File: config.mk
export PLATFORM = sky130hd
export DESIGN_NAME = otp_cmd_engine
export DESIGN_NICKNAME = d
export VERILOG_FILES = /design/src/rtl/otp_pkg.sv /design/src/rtl/otp_unlock_tracker.sv /design/src/rtl/otp_fuse_array.sv /design/src/rtl/otp_cmd_engine.sv
export SDC_FILE = /design/constraint.sdc
export NUM_CORES = 2
export LEC_CHECK = 0
export ABC_CLOCK_PERIOD_IN_PS = 8390
export BUFFER_PORTS_ARGS = -buffer_cell sky130_fd_sc_hd__clkbuf_2
export CORE_MARGIN = 2
export CORE_UTILIZATION = 39
export CTS_CLUSTER_SIZE = 25
export DETAILED_ROUTE_END_ITERATION = 8
export PLACE_DENSITY = 0.67
export SYNTH_ARGS = -nofsm -noshare
export SYNTH_HDL_FRONTEND = slang
export SYNTH_SLANG_ARGS = --single-unit
File: constraint.sdc
create_clock -name clk -period 8.39 [get_ports clk]
set_input_delay 0.839 -clock clk [delete_from_list [all_inputs] [get_ports clk]]
set_output_delay 0.839 -clock clk [all_outputs]
set_load 0.05 [all_outputs]
File: src/rtl/otp_pkg.sv
package otp_pkg;

    typedef enum logic [1:0] {
        ST_IDLE,
        ST_BUSY,
        ST_DONE
    } eng_state_t;

    localparam int          DW     = 32;
    localparam int          BUS_AW = 8;

    localparam logic [5:0]  OP_READ   = 6'h00;
    localparam logic [5:0]  OP_UNLOCK = 6'h02;
    localparam logic [5:0]  OP_LOCK   = 6'h03;
    localparam logic [5:0]  OP_PROG   = 6'h0A;

    localparam logic [BUS_AW-1:0] A_MODE = 8'h00;
    localparam logic [BUS_AW-1:0] A_CMD  = 8'h04;
    localparam logic [BUS_AW-1:0] A_GO   = 8'h08;
    localparam logic [BUS_AW-1:0] A_STAT = 8'h0C;
    localparam logic [BUS_AW-1:0] A_RD0  = 8'h10;
    localparam logic [BUS_AW-1:0] A_ADDR = 8'h28;
    localparam logic [BUS_AW-1:0] A_WD0  = 8'h2C;
    localparam logic [BUS_AW-1:0] A_RD1  = 8'h5C;
    localparam logic [BUS_AW-1:0] A_WD1  = 8'h64;

    function automatic logic [DW-1:0] unlock_key(input logic [1:0] idx);
        unique case (idx)
            2'd0: unlock_key = 32'h0000_000F;
            2'd1: unlock_key = 32'h0000_0004;
            2'd2: unlock_key = 32'h0000_0008;
            2'd3: unlock_key = 32'h0000_000D;
        endcase
    endfunction

    function automatic logic [BUS_AW-1:0] wd_offset(input int w);
        wd_offset = (w == 0) ? A_WD0 : A_WD1;
    endfunction

    function automatic logic [BUS_AW-1:0] rd_offset(input int w);
        rd_offset = (w == 0) ? A_RD0 : A_RD1;
    endfunction

endpackage

File: src/rtl/otp_unlock_tracker.sv
module otp_unlock_tracker
    import otp_pkg::*;
(
    input  logic          clk,
    input  logic          rst_n,
    input  logic          step_v,
    input  logic [5:0]    op,
    input  logic [DW-1:0] key_in,
    output logic          prog_ok
);

    logic [1:0] step_q;
    logic       ok_q;

    always_ff @(posedge clk) begin
        if (!rst_n) begin
            step_q <= 2'd0;
            ok_q   <= 1'b0;
        end else if (step_v) begin
            if (op == OP_UNLOCK) begin
                if (key_in == unlock_key(step_q)) begin
                    if (step_q == 2'd3) begin
                        ok_q   <= 1'b1;
                        step_q <= 2'd0;
                    end else begin
                        step_q <= step_q + 2'd1;
                    end
                end else begin
                    step_q <= 2'd0;
                end
            end else if (op == OP_LOCK) begin
                ok_q   <= 1'b0;
                step_q <= 2'd0;
            end else begin
                step_q <= 2'd0;
            end
        end
    end

    assign prog_ok = ok_q;

    // enable only follows a completed final key step
    a_r6_grant_after_last_key: assert property (@(posedge clk) disable iff (!rst_n)
        $rose(ok_q) |-> ($past(step_q) == 2'd3 && $past(step_v) && $past(op) == OP_UNLOCK));

    // nothing moves the enable without a completing command
    a_r6_ok_stable_when_quiet: assert property (@(posedge clk) disable iff (!rst_n)
        !step_v |=> $stable(ok_q));

    // a foreign command restarts the sequence
    a_r7_foreign_cmd_restarts: assert property (@(posedge clk) disable iff (!rst_n)
        (step_v && op != OP_UNLOCK) |=> (step_q == 2'd0));

    // lock always leaves programming disabled
    a_r8_lock_clears: assert property (@(posedge clk) disable iff (!rst_n)
        (step_v && op == OP_LOCK) |=> !ok_q);

endmodule

File: src/rtl/otp_fuse_array.sv
module otp_fuse_array
    import otp_pkg::*;
#(
    parameter int ROWS = 16,
    parameter int WPR  = 2,
    localparam int RW   = (ROWS > 1) ? $clog2(ROWS) : 1,
    localparam int RDW  = WPR * DW,
    localparam int FB_W = $clog2(RDW + 1)
) (
    input  logic            clk,
    input  logic            rst_n,
    input  logic [RW-1:0]   row_idx,
    input  logic            wr_en,
    input  logic [RDW-1:0]  wr_data,
    output logic [RDW-1:0]  rd_data,
    output logic [FB_W-1:0] fresh_bits
);

    logic [RDW-1:0] cells [ROWS];
    logic [RDW-1:0] newb;

    always_ff @(posedge clk) begin
        if (!rst_n) begin
            for (int i = 0; i < ROWS; i++) cells[i] <= '0;
        end else if (wr_en) begin
            cells[row_idx] <= cells[row_idx] | wr_data;
        end
    end

    assign rd_data = cells[row_idx];
    assign newb    = wr_data & ~rd_data;

    always_comb begin
        fresh_bits = '0;
        for (int i = 0; i < RDW; i++) fresh_bits = fresh_bits + FB_W'(newb[i]);
    end

    genvar g;
    generate
        for (g = 0; g < ROWS; g++) begin : g_row_chk
            // a programmed bit never returns to zero
            a_r10_bits_only_set: assert property (@(posedge clk) disable iff (!rst_n)
                (($past(cells[g]) & ~cells[g]) == '0));
        end
    endgenerate

endmodule

File: src/rtl/otp_cmd_engine.sv
module otp_cmd_engine
    import otp_pkg::*;
#(
    parameter int ROWS         = 16,
    parameter int WPR          = 2,
    parameter int READ_LAT     = 3,
    parameter int PROG_BASE    = 4,
    parameter int PROG_PER_BIT = 2
) (
    input  logic              clk,
    input  logic              rst_n,
    input  logic [BUS_AW-1:0] bus_addr,
    input  logic              bus_we,
    input  logic [DW-1:0]     bus_wdata,
    output logic [DW-1:0]     bus_rdata
);

    localparam int RW      = (ROWS > 1) ? $clog2(ROWS) : 1;
    localparam int RDW     = WPR * DW;
    localparam int FB_W    = $clog2(RDW + 1);
    localparam int MAX_LAT = PROG_BASE + PROG_PER_BIT * RDW + READ_LAT + 1;
    localparam int LAT_W   = $clog2(MAX_LAT + 1);

    // software-visible registers
    logic           mode_q;
    logic [5:0]     cmd_q;
    logic           go_q;
    logic [15:0]    addr_q;
    logic [RDW-1:0] wd_q;
    logic [RDW-1:0] rd_q;

    // captured operation
    logic [5:0]     op_cmd_q;
    logic [RW-1:0]  op_row_q;
    logic [RDW-1:0] op_wd_q;

    eng_state_t     state_q, state_d;
    logic [LAT_W-1:0] cnt_q, cnt_d;

    logic           launch, finish;
    logic           prog_ok;
    logic [RW-1:0]  row_sel;
    logic [RDW-1:0] arr_wdata, arr_rd;
    logic [FB_W-1:0] fresh;
    logic           arr_wr;
    logic           done;
    int             lat_i;

    // ---------------- register writes ----------------
    always_ff @(posedge clk) begin
        if (!rst_n) begin
            mode_q <= 1'b0;
            cmd_q  <= '0;
            go_q   <= 1'b0;
            addr_q <= '0;
        end else if (bus_we) begin
            unique case (bus_addr)
                A_MODE:  mode_q <= bus_wdata[0];
                A_CMD:   cmd_q  <= bus_wdata[5:0];
                A_GO:    go_q   <= bus_wdata[0];
                A_ADDR:  addr_q <= bus_wdata[15:0];
                default: ;
            endcase
        end
    end

    genvar w;
    generate
        for (w = 0; w < WPR; w++) begin : g_word
            always_ff @(posedge clk) begin
                if (!rst_n) begin
                    wd_q[w*DW +: DW] <= '0;
                end else if (bus_we && bus_addr == wd_offset(w)) begin
                    wd_q[w*DW +: DW] <= bus_wdata;
                end
            end

            always_ff @(posedge clk) begin
                if (!rst_n) begin
                    rd_q[w*DW +: DW] <= '0;
                end else if (finish && op_cmd_q == OP_READ) begin
                    rd_q[w*DW +: DW] <= arr_rd[w*DW +: DW];
                end
            end
        end
    endgenerate

    // ---------------- array and unlock ----------------
    assign row_sel   = (state_q == ST_IDLE) ? addr_q[RW-1:0] : op_row_q;
    assign arr_wdata = (state_q == ST_IDLE) ? wd_q : op_wd_q;
    assign arr_wr    = finish && op_cmd_q == OP_PROG && prog_ok;

    otp_fuse_array #(
        .ROWS (ROWS),
        .WPR  (WPR)
    ) u_array (
        .clk        (clk),
        .rst_n      (rst_n),
        .row_idx    (row_sel),
        .wr_en      (arr_wr),
        .wr_data    (arr_wdata),
        .rd_data    (arr_rd),
        .fresh_bits (fresh)
    );

    otp_unlock_tracker u_unlock (
        .clk     (clk),
        .rst_n   (rst_n),
        .step_v  (finish),
        .op      (op_cmd_q),
        .key_in  (op_wd_q[DW-1:0]),
        .prog_ok (prog_ok)
    );

    // ---------------- controller ----------------
    assign launch = (state_q == ST_IDLE) && mode_q && go_q;
    assign finish = (state_q == ST_BUSY) && (cnt_q == '0);

    always_comb begin
        case (cmd_q)
            OP_READ: lat_i = READ_LAT;
            OP_PROG: lat_i = prog_ok ? (PROG_BASE + PROG_PER_BIT * int'(fresh)) : PROG_BASE;
            default: lat_i = 1;
        endcase
    end

    always_comb begin
        state_d = state_q;
        cnt_d   = cnt_q;
        unique case (state_q)
            ST_IDLE: if (launch) begin
                state_d = ST_BUSY;
                cnt_d   = LAT_W'(lat_i - 1);
            end
            ST_BUSY: if (cnt_q == '0) state_d = ST_DONE;
                     else             cnt_d   = cnt_q - 1'b1;
            ST_DONE: if (!go_q) state_d = ST_IDLE;
        endcase
    end

    // state register process
    always_ff @(posedge clk) begin
        if (!rst_n) begin
            state_q  <= ST_IDLE;
            cnt_q    <= '0;
            op_cmd_q <= '0;
            op_row_q <= '0;
            op_wd_q  <= '0;
        end else begin
            state_q <= state_d;
            cnt_q   <= cnt_d;
            if (launch) begin
                op_cmd_q <= cmd_q;
                op_row_q <= addr_q[RW-1:0];
                op_wd_q  <= wd_q;
            end
        end
    end

    // output process
    always_comb begin
        done      = (state_q == ST_DONE);
        bus_rdata = '0;
        case (bus_addr)
            A_MODE: bus_rdata = {31'd0, mode_q};
            A_CMD:  bus_rdata = {26'd0, cmd_q};
            A_GO:   bus_rdata = {31'd0, go_q};
            A_STAT: bus_rdata = {29'd0, prog_ok, done, 1'b0};
            A_ADDR: bus_rdata = {16'd0, addr_q};
            default: ;
        endcase
        for (int k = 0; k < WPR; k++) begin
            if (bus_addr == wd_offset(k)) bus_rdata = wd_q[k*DW +: DW];
            if (bus_addr == rd_offset(k)) bus_rdata = rd_q[k*DW +: DW];
        end
    end

    // no launch while access is disabled
    a_r3_idle_without_mode: assert property (@(posedge clk) disable iff (!rst_n)
        (state_q == ST_IDLE && !mode_q) |=> (state_q == ST_IDLE));

    // done is held as long as start stays set
    a_r4_done_held_by_go: assert property (@(posedge clk) disable iff (!rst_n)
        (state_q == ST_DONE && go_q) |=> (state_q == ST_DONE));

    // done is only reached through a busy phase
    a_r4_no_skip_busy: assert property (@(posedge clk) disable iff (!rst_n)
        (state_q == ST_IDLE) |=> (state_q != ST_DONE));

    // a locked program leaves the target row untouched
    a_r9_locked_prog_keeps_row: assert property (@(posedge clk) disable iff (!rst_n)
        (finish && op_cmd_q == OP_PROG && !prog_ok) |=> $stable(arr_rd));

    // captured operands hold while busy
    a_r13_operands_frozen: assert property (@(posedge clk) disable iff (!rst_n)
        (state_q == ST_BUSY) |=> ($stable(op_cmd_q) && $stable(op_row_q) && $stable(op_wd_q)));

endmodule

==> key figures <==
Place
  • Post-place setup slack: -824 ps
  • Final Wtd Congestion: 0.916
  • DPL Wire Length: 112000 µm
  • Port bufs: 74
  • Cells after DPL: 6820
  • Placed Area: 61200 µm²

Final layout
  • Final Util: 46.1%
  • Diode count: 0
  • Final net count: 5216
  • Finished Layout Cells: 7095
  • Area delta synth->final: 17.6%
  • Design area: 66000 µm²
  • Commonest cells after routing, fill and taps aside: 1075 x nor2_1, 1024 x edfxtp_1, 458 x nand2_1, 422 x buf_4, 254 x a22oi_1
  • Share of cells above drive strength 1: 18.4%
  • Commonest non-fill, non-tap cell in the layout: nor2_1

Clock network
  • # clock sinks: 1263
  • CTS max path bufs: 3
  • TritonCTS clock tree: built
  • Num CTS Buffers: 121
  • H-tree levels: 3
  • Clk pin slew, worst setup/hold paths: 60 ps
  • Clock Latency Late Sink: 770 ps
  • CTS root buf: clkbuf_16
  • Post-CTS Hold Buffers: 0

Setup path
  • CP max-delay cell: fa_1
  • CP Data Arrival Time: 9620 ps
  • R2R cell count: 39
  • Crit path capture type: flip-flop
  • Critical path class: flip-flop to flip-flop
  • Crit start category: flip-flop
  • Crit path largest cell delay: 560 ps
  • Worst EP required: 9010 ps
  • Most used cell, CP: inv_2
  • R2r setup slk: -620 ps
  • Worst r2r dst: cnt_q[5]$_SDFFE_PN0P_
  • Max FO, Critical Path: 8
  • Worst r2r src: state_q[1]$_SDFFE_PN0P_

Pwr
  • Worst vdd ir: 0.000177 V
  • Pleak: 23.4 nW
  • Pwr Density: 252 nW/µm²

Outcome
  • Status: finished with violations
  • Failing checks: max-capacitance violations, negative setup slack

Drt
  • Via count: 43500
  • Drt initial violations: 6817
  • # DRC: 0
  • Post-Route WL: 199000 µm
  • DR WL/cell: 28.0 µm
  • Antenna Nets Post-Route: 0
  • Via density: 6.14
  • DR pass1 iterations: 9

Floorplanning
  • Top Ports: 75
  • CORE AREA: 143000 µm²
  • Starting Density: 39.2%
  • Die Ht: 383 µm
  • Die area: 147000 µm²
  • Rows: 139
  • Die width: 383 µm

Global routing
  • Met3 usage: 6.01%
  • Wire length of the first global-routing pass: 285000 µm
  • Grt total ovfl: 0
  • Met2 GRT Util: 41.3%
  • Maximum number of pins on one net before global-route repair: 113
  • GR Layer Usage met1: 34.9%
  • Most used routing layer in global routing: met2
  • Total GRT Usage: 26.5%
  • Vias in the first global route: 41400
  • Initial antenna violation count: 2

Synthesis
  • Synthesized cell area: 56100 µm²
  • Synth warn: 0
  • Most used flip-flop cell after synthesis: edfxtp_1
  • Number of synthesized flops with an enable pin: 1024
  • Register area share after synthesis: 63.4%
  • Mapped Nets: 4999
  • Post-Syn Area per Cell: 11.5 µm²
  • Ys async rst share: 0%
  • FF+latch count, synth: 1263
  • Cell variety after synth: 66
  • Post-Synthesis Cells: 4875

Timing
  • Slew of the pin with the lowest slew margin: 1460 ps
  • Final worst path period need: 9010 ps
  • Slack of the critical path: -617 ps
  • Skew final: 43.3 ps
  • Unrepaired setup endpoints after global routing: yes
  • Final Hold Fails: 0
  • Slew Limit Fails: 0
  • Peak Freq: 111 MHz
  • Hold slack: 322 ps
  • Slew headroom: 1.78%
  • Period utilization: 107%
  • Setup Viol. Count Final: 6

Hold path
  • Hold crit path type: input port to flip-flop
  • Worst min-delay path endpoint: wd_q[48]$_SDFFE_PN0P_
  • Hold path cells: 3
  • Worst hold path startpoint: bus_wdata[16]

Job
  • Max_cap viols: 1
per-stage QoR:
step / TNS (ps) / total power, mW
after detailed placement: -3180 / 10.9
after CTS: -2060 / 16.5
after global routing: -3880 / 17.1
after floorplan: -311 / 9.64
final: -2660 / 16.6
after global placement: -2730 / 10.9
cell usage after synthesis (29+ instances only):
cell	n	share of area, %
inv_1	71	0.48
a21boi_0	163	2.2
a22o_1	120	1.9
nand2_1	492	3.3
mux2_2	34	0.68
o22ai_1	95	1.1
a22oi_1	272	3.6
dfxtp_1	239	8.5
buf_4	32	0.43
mux2i_1	38	0.68
nor4_1	44	0.49
nor3_1	71	0.63
o211a_1	61	1.1
fa_1	54	1.9
clkbuf_1	308	2.1
edfxtp_1	1024	55
and2_1	45	0.50
buf_2	84	0.75
a221oi_1	118	1.8
nor2_1	1076	7.2
a21oi_1	153	1.4
o21ai_0	34	0.30
nor4_4	29	1.1
worst max-delay path, delay by kind of cell (launching register included):
family | cells | cell delay, ps
AND/OR/NAND/NOR | 7 | 1040
AO/OA/AOI/OAI | 8 | 1100
buffers and inverters | 12 | 1010
flip-flops | 1 | 330
adder cells (fa/ha/maj) | 12 | 5350
cells by family after synthesis:
logic type,after synthesis,share of synthesized area (%)
mux,72,1.36
xor+xnor,14,0.219
simple gates,1835,14.1
fa+ha+maj,81,2.53
compound gates,1086,14.4
buf+inv,524,4.03
flops,1263,63.4
layout make-up:
| class | instances | area [µm²] |
|---|---|---|
| multi-input combinational | 3088 | 19300 |
| clock buffer | 149 | 3160 |
| inverter | 71 | 267 |
| fill | 12700 | 77200 |
| tap | 1903 | 2380 |
| clock inverter | 74 | 788 |
| timing repair buffer | 547 | 4480 |
| sequential | 1263 | 35500 |
per-layer routing:
metal | vias to the layer above | share of wire (%)
met2 | 3281 | 45
met4 | 0 | 5.1
met1 | 21500 | 36
met3 | 584 | 13
met5 | - | 0
li1 | 18200 | -
sequential cells by signal (all words and copies together), names as in the netlist, 4 cells and up:
signal	count
addr_q	16
cmd_q	6
cnt_q	8
op_cmd_q	6
op_row_q	4
op_wd_q	64
rd_q	64
u_array.cells	1024
wd_q	64
worst max path at each step:
stage | startpoint | endpoint | slack (ps) | cells past startpoint
after global routing | state_q[1]$_SDFFE_PN0P_ | cnt_q[5]$_SDFFE_PN0P_ | -790 | 39
after floorplan | state_q[0]$_SDFFE_PN0P_ | cnt_q[5]$_SDFFE_PN0P_ | -200 | 39
after CTS | state_q[0]$_SDFFE_PN0P_ | cnt_q[5]$_SDFFE_PN0P_ | -490 | 39
after detailed placement | state_q[1]$_SDFFE_PN0P_ | cnt_q[5]$_SDFFE_PN0P_ | -820 | 36
final | state_q[1]$_SDFFE_PN0P_ | cnt_q[5]$_SDFFE_PN0P_ | -620 | 39
after global placement | state_q[1]$_SDFFE_PN0P_ | cnt_q[5]$_SDFFE_PN0P_ | -810 | 36
power breakdown:
group	internal [mW]	leakage [nW]	switching, mW	total (mW)
clock network	3.05	1.92	2.50	5.55
registers	7.14	11.6	0.201	7.34
logic	1.28	9.80	2.43	3.72
total	11.5	23.4	5.13	16.6
timing repair:
item                       4_1_cts  5_1_grt
gates cloned                     3        0
resized for setup               42       27
pin swaps                       51       25
buffers inserted                41        9
setup endpoints to repair        6        6
Power figures use the tool's default switching activity.
